==> src/rtl/mbm_pkg.sv <==
package mbm_pkg;
  typedef enum logic [1:0] {
    ST_IDLE = 2'd0,
    ST_ADDR = 2'd1,
    ST_DATA = 2'd2,
    ST_TURN = 2'd3
  } bus_state_e;
endpackage

==> src/rtl/mbm_ctrl.sv <==
module mbm_ctrl
  import mbm_pkg::*;
#(
  parameter int LOW_W = 3,
  parameter int ALE_W = 3,
  localparam int BL_W = $clog2(LOW_W + 1)
) (
  input  logic             clk,
  input  logic             rst_n,
  input  logic             req_fire,
  input  logic             req_write,
  input  logic [BL_W-1:0]  req_burst,
  input  logic [ALE_W-1:0] cfg_ale,
  input  logic             wr_valid,
  output bus_state_e       state,
  output logic             is_wr,
  output logic             beat_fire,
  output logic             last_beat,
  output logic             done
);
  logic [ALE_W-1:0] ale_left;
  logic [LOW_W-1:0] beats_left;
  logic [LOW_W-1:0] beats_init;
  logic [ALE_W-1:0] ale_init;

  // beat count minus one: 2**code - 1
  assign beats_init = LOW_W'(({{LOW_W{1'b0}}, 1'b1} << req_burst) - 1'b1);
  assign ale_init   = (cfg_ale == '0) ? '0 : cfg_ale - ALE_W'(1);
  assign beat_fire  = (state == ST_DATA) && (!is_wr || wr_valid);
  assign last_beat  = (beats_left == '0);

  always_ff @(posedge clk) begin
    if (!rst_n) begin
      state      <= ST_IDLE;
      ale_left   <= '0;
      beats_left <= '0;
      is_wr      <= 1'b0;
      done       <= 1'b0;
    end else begin
      done <= beat_fire && last_beat;
      unique case (state)
        ST_IDLE: if (req_fire) begin
          state      <= ST_ADDR;
          ale_left   <= ale_init;
          beats_left <= beats_init;
          is_wr      <= req_write;
        end
        ST_ADDR: begin
          if (ale_left == '0) state <= ST_DATA;
          else                ale_left <= ale_left - ALE_W'(1);
        end
        ST_DATA: if (beat_fire) begin
          if (last_beat) state <= is_wr ? ST_IDLE : ST_TURN;
          else           beats_left <= beats_left - LOW_W'(1);
        end
        ST_TURN: state <= ST_IDLE;
        default: state <= ST_IDLE;
      endcase
    end
  end
endmodule

==> src/rtl/mbm_offset.sv <==
module mbm_offset #(
  parameter int LOW_W = 3
) (
  input  logic             clk,
  input  logic             rst_n,
  input  logic             load,
  input  logic [LOW_W-1:0] load_val,
  input  logic             step,
  output logic [LOW_W-1:0] offset
);
  // column offset, wraps naturally at 2**LOW_W
  always_ff @(posedge clk) begin
    if (!rst_n)    offset <= '0;
    else if (load) offset <= load_val;
    else if (step) offset <= offset + LOW_W'(1);
  end
endmodule

==> src/rtl/mbm_rdcap.sv <==
module mbm_rdcap #(
  parameter int BUS_W = 24
) (
  input  logic             clk,
  input  logic             rst_n,
  input  logic             capture,
  input  logic [BUS_W-1:0] bus_in,
  output logic             rd_valid,
  output logic [BUS_W-1:0] rd_data
);
  always_ff @(posedge clk) begin
    if (!rst_n) begin
      rd_valid <= 1'b0;
      rd_data  <= '0;
    end else begin
      rd_valid <= capture;
      if (capture) rd_data <= bus_in;
    end
  end
endmodule

==> src/rtl/mbm_bus_master.sv <==
module mbm_bus_master
  import mbm_pkg::*;
#(
  parameter int BUS_W = 24,
  parameter int LOW_W = 3,
  parameter int ALE_W = 3,
  localparam int BL_W = $clog2(LOW_W + 1)
) (
  input  logic             clk,
  input  logic             rst_n,
  input  logic [ALE_W-1:0] cfg_ale_cycles,
  input  logic             req_valid,
  output logic             req_ready,
  input  logic [BUS_W-1:0] req_addr,
  input  logic             req_write,
  input  logic [BL_W-1:0]  req_burst,
  input  logic             wr_valid,
  output logic             wr_ready,
  input  logic [BUS_W-1:0] wr_data,
  output logic             rd_valid,
  output logic [BUS_W-1:0] rd_data,
  output logic             done,
  output logic             ale,
  output logic             bus_oe,
  output logic [BUS_W-1:0] bus_out,
  input  logic [BUS_W-1:0] bus_in,
  output logic [LOW_W-1:0] low_addr
);
  bus_state_e       state;
  logic             is_wr;
  logic             beat_fire;
  logic             last_beat;
  logic             req_fire;
  logic             rd_phase;
  logic [BUS_W-1:0] base_addr;

  assign req_ready = (state == ST_IDLE);
  assign req_fire  = req_valid && req_ready;

  always_ff @(posedge clk) begin
    if (!rst_n)        base_addr <= '0;
    else if (req_fire) base_addr <= req_addr;
  end

  mbm_ctrl #(.LOW_W(LOW_W), .ALE_W(ALE_W)) u_ctrl (
    .clk       (clk),
    .rst_n     (rst_n),
    .req_fire  (req_fire),
    .req_write (req_write),
    .req_burst (req_burst),
    .cfg_ale   (cfg_ale_cycles),
    .wr_valid  (wr_valid),
    .state     (state),
    .is_wr     (is_wr),
    .beat_fire (beat_fire),
    .last_beat (last_beat),
    .done      (done)
  );

  mbm_offset #(.LOW_W(LOW_W)) u_offset (
    .clk      (clk),
    .rst_n    (rst_n),
    .load     (req_fire),
    .load_val (req_addr[LOW_W-1:0]),
    .step     (beat_fire && !last_beat),
    .offset   (low_addr)
  );

  mbm_rdcap #(.BUS_W(BUS_W)) u_rdcap (
    .clk      (clk),
    .rst_n    (rst_n),
    .capture  (beat_fire && !is_wr),
    .bus_in   (bus_in),
    .rd_valid (rd_valid),
    .rd_data  (rd_data)
  );

  assign ale      = (state == ST_ADDR);
  assign wr_ready = (state == ST_DATA) && is_wr;
  assign rd_phase = (state == ST_DATA) && !is_wr;

  always_comb begin
    bus_oe  = 1'b0;
    bus_out = '0;
    if (ale) begin
      bus_oe  = 1'b1;
      bus_out = base_addr;
    end else if (wr_ready) begin
      bus_oe  = wr_valid;
      bus_out = wr_data;
    end
  end
endmodule

==> config.mk <==
export PLATFORM = sky130hd
export DESIGN_NAME = mbm_bus_master
export DESIGN_NICKNAME = d
export VERILOG_FILES = /design/src/rtl/mbm_pkg.sv /design/src/rtl/mbm_ctrl.sv /design/src/rtl/mbm_offset.sv /design/src/rtl/mbm_rdcap.sv /design/src/rtl/mbm_bus_master.sv
export SDC_FILE = /design/constraint.sdc
export NUM_CORES = 1
export LEC_CHECK = 0
export ABC_AREA = 0
export ABC_CLOCK_PERIOD_IN_PS = 4200
export BUFFER_PORTS_ARGS = -buffer_cell sky130_fd_sc_hd__buf_2
export CAP_MARGIN = 20
export CORE_UTILIZATION = 50
export CTS_BUF_LIST = sky130_fd_sc_hd__clkbuf_16
export CTS_CLUSTER_DIAMETER = 150
export DETAILED_ROUTE_END_ITERATION = 10
export HOLD_SLACK_MARGIN = 0.06
export PLACE_DENSITY_LB_ADDON = 0.1
export REMOVE_ABC_BUFFERS = 1
export SYNTH_ARGS = -nofsm -noshare
export SYNTH_HDL_FRONTEND = slang
export SYNTH_SLANG_ARGS = --single-unit
export TNS_END_PERCENT = 10
==> constraint.sdc <==
create_clock -name clk -period 4.2 [get_ports clk]
set_input_delay 0.63 -clock clk [delete_from_list [all_inputs] [get_ports clk]]
set_output_delay 0.63 -clock clk [all_outputs]
set_load 0.02 [all_outputs]
==> flow_summary_export.csv <==
group,metric,value,unit
outcome,status,"complete, no violations",
critical_path,start_kind,"flop",
grt,gr-usage-all-layers,23.63,%
grt,grt_overflow_total,0,
timing,finalHoldViolCount,0,
run,max_cap_violations,0,
final_layout,area_delta_synth_final,32.68,%
clock_tree,cts_resized,0,
floorplanning,die-area,6035,um2
synth,synth.avg_cell_area,8.549,um2
power,p_leak,1.811,nW
timing,fin_crit,2.807,ns
critical_path,cp.arrival,2.18,ns
synth,async_flop_share,0,%
synth,ys_warn_count,0,
clock_tree,cts_tree,"yes",
synth,ys_ff_latch,62,
final_layout,diodes,0,
critical_path,r2r_cells,4,
floorplanning,core-area,5507,um2
route,drt_iter0_drc,75,
critical_path,end_kind,"output pin",
floorplanning,die_h,77.69,um
clock_tree,cts_max_path_buffers,2,
route,routed_wl,7007,um
synth,syn_area,2864,um2
clock_tree,clock_latency,0.31,ns
placed_design,gp_congestion,0.7564,
clock_tree,cts_sinks,62,
grt,antenna_found_initial,0,
floorplanning,die_x,77.69,um
critical_path,required,3.57,ns
final_layout,fill_cells,455,
clock_tree,post-cts-setup-buffers,0,
route,via_per_inst,5.112,
route,dr.pass1.iters,4,
timing,fin_ws,1.393,ns
placed_design,dp_cells,521,
route,wl_per_cell,13.05,um
clock_tree,root_buffer,"clkbuf_16",
min_path,hold_depth,2,
placed_design,place.port_buffers,138,
timing,max-slew-margin-rel,33.18,%
timing,final-setup-viol-count,0,
final_layout,fin_nets,549,
grt,grt_pass1_wl,11120,um
grt,grt_max_degree,66,
power,power.density,448.4,nW/um2
timing,tns,0,ns
floorplanning,start_util,52.01,%
timing,worstMarginPinSlew,1.001,ns
synth,synth_cells,335,
synth,synth_cell_type_count,40,
power,peakVddDrop,268.4,uV
timing,clock_skew,0.006454,ns
critical_path,path_max_fanout,26,
clock_tree,cts_hold_buf,0,
floorplanning,rows,27,
grt,grtUsageMet1,27.24,%
min_path,hold_class,"reg -> reg",
placed_design,dp_hpwl,4827,um
timing,rsz0062_at_grt,"false",
route,drc,0,
floorplanning,ios,139,
route,ant_nets,0,
route,vias,2745,
timing,drv_slew,0,
clock_tree,clkTransAtPathRegs,0.05,ns
timing,min_period_over_period,66.84,%
final_layout,final_cells,537,
final_layout,ff_latch_area,1241,um2
placed_design,dp_slack,1.730,ns
grt,top_usage_layer,"met2",
grt,use_met3,6.235,%
final_layout,multiInputGateArea,1468,um2
final_layout,drive_gt1_share,34.19,%
critical_path,crit_type,"reg -> out",
synth,synth-edff-count,0,
clock_tree,htree_levels,3,
grt,use_met2,40.35,%
grt,grt_pass1_vias,2444,
timing,fmax,0.3562,GHz
synth,synthFlopType,"dfxtp_1",
synth,synth_seq_area_share,43.34,%
clock_tree,cts_buffers,9,
[cell type report]
class | count | area share (%)
sequential | 62 | 32.66
clock buffer | 9 | 5.927
timing repair buffer | 140 | 19.10
inverter | 7 | 0.6915
clock inverter | 6 | 0.6256
tap | 72 | 2.371
multi-input combinational | 241 | 38.62
[synthesized netlist by cell type (all sizes together), types with 3 or more instances]
cell    number  area share [%]
o211a        3             1.0
nor3b        4             1.2
dfxtp       62              43
clkbuf      12             1.6
buf         13             2.9
nand2b       5             1.1
nand2      106              14
a21boi      49              13
a21oi        6             1.0
a22o        24             7.3
o21ai        5             1.0
inv          7            0.92
nor2         5            0.74
nor2b        4            0.87
ha           6             2.6
[cells by family after synthesis]
kind of cell             share of synthesized area (%)
adder cells (fa/ha/maj)                          2.621
AND/OR/NAND/NOR                                  20.75
flip-flops                                       43.34
XOR/XNOR                                        0.6117
buffers and inverters                            5.417
AO/OA/AOI/OAI                                    26.56
multiplexers                                    0.6990
[registers in the layout (all words and copies together) (netlist names)]
signal and count:
u_ctrl.is_wr 1, u_ctrl.ale_left 3, base_addr 24, u_rdcap.rd_data 24, u_offset.offset 3, u_ctrl.beats_left 3
u_rdcap.rd_valid 1, u_ctrl.state 2, u_ctrl.done 1
[worst max-delay path, stage by stage (launching register included)]
cell and delay, ns:
dfxtp_1 0.41, and2b_2 0.23, and2_1 0.79, a22o_1 0.26, buf_2 0.17
[per-layer routing]
layer,vias to the layer above,part of all wire [%],wire [um]
met5,-,0,0
met4,0,1.8,124
met3,11,7.0,487
met2,103,48,3386
met1,1231,43,3008
li1,1400,-,-
[where the power goes]
part	internal, mW	switching (mW)
sequential	0.652	0.0408
combinational	0.159	0.245
clock	0.382	0.225
[per-stage QoR]
stage / instance area (um2) / total power, mW / utilization, % / hold WS (ns)
after global routing: 3800 / 1.792 / 69.01 / 0.4833
after global placement: 3523 / 1.085 / 63.99 / 0.4385
after floorplan: 2735 / 0.9496 / - / 0.4360
final: 3800 / 1.704 / 69.01 / 0.4556
after CTS: 3772 / 1.713 / 68.51 / 0.4611
after detailed placement: 3523 / 1.097 / 63.99 / 0.4545
[final timing paths]
path	to	from	slack, ns
worst max register to register	u_rdcap.rd_data[2]	u_ctrl.state[0]	2.25
worst max-delay path	bus_out[18]	u_ctrl.state[1]	1.39
worst min-delay path	u_rdcap.rd_data[18]	u_rdcap.rd_data[18]	0.46
worst min register to register	u_rdcap.rd_data[18]	u_rdcap.rd_data[18]	0.46
[layout by cell type, fill, tap and decap left out, drive strengths merged]
master / n
buf: 140
ha: 6
a21oi: 6
or3: 1
xor2: 1
nand4: 1
o21ai: 5
or3b: 1
xnor2: 1
clkbuf: 9
and2b: 1
nand2: 106
mux2i: 2
a31oi: 1
o32ai: 1
and4b: 1
o311a: 1
nor4: 1
dfxtp: 62
a21boi: 49
nand2b: 5
o31ai: 2
nor2b: 4
o211ai: 2
a211o: 1
and2: 2
nor3b: 4
clkinv: 3
nand3: 2
a32o: 1
a22o: 24
o211a: 3
nor2: 5
inv: 10
nor3: 1
Power figures use the tool's default switching activity.
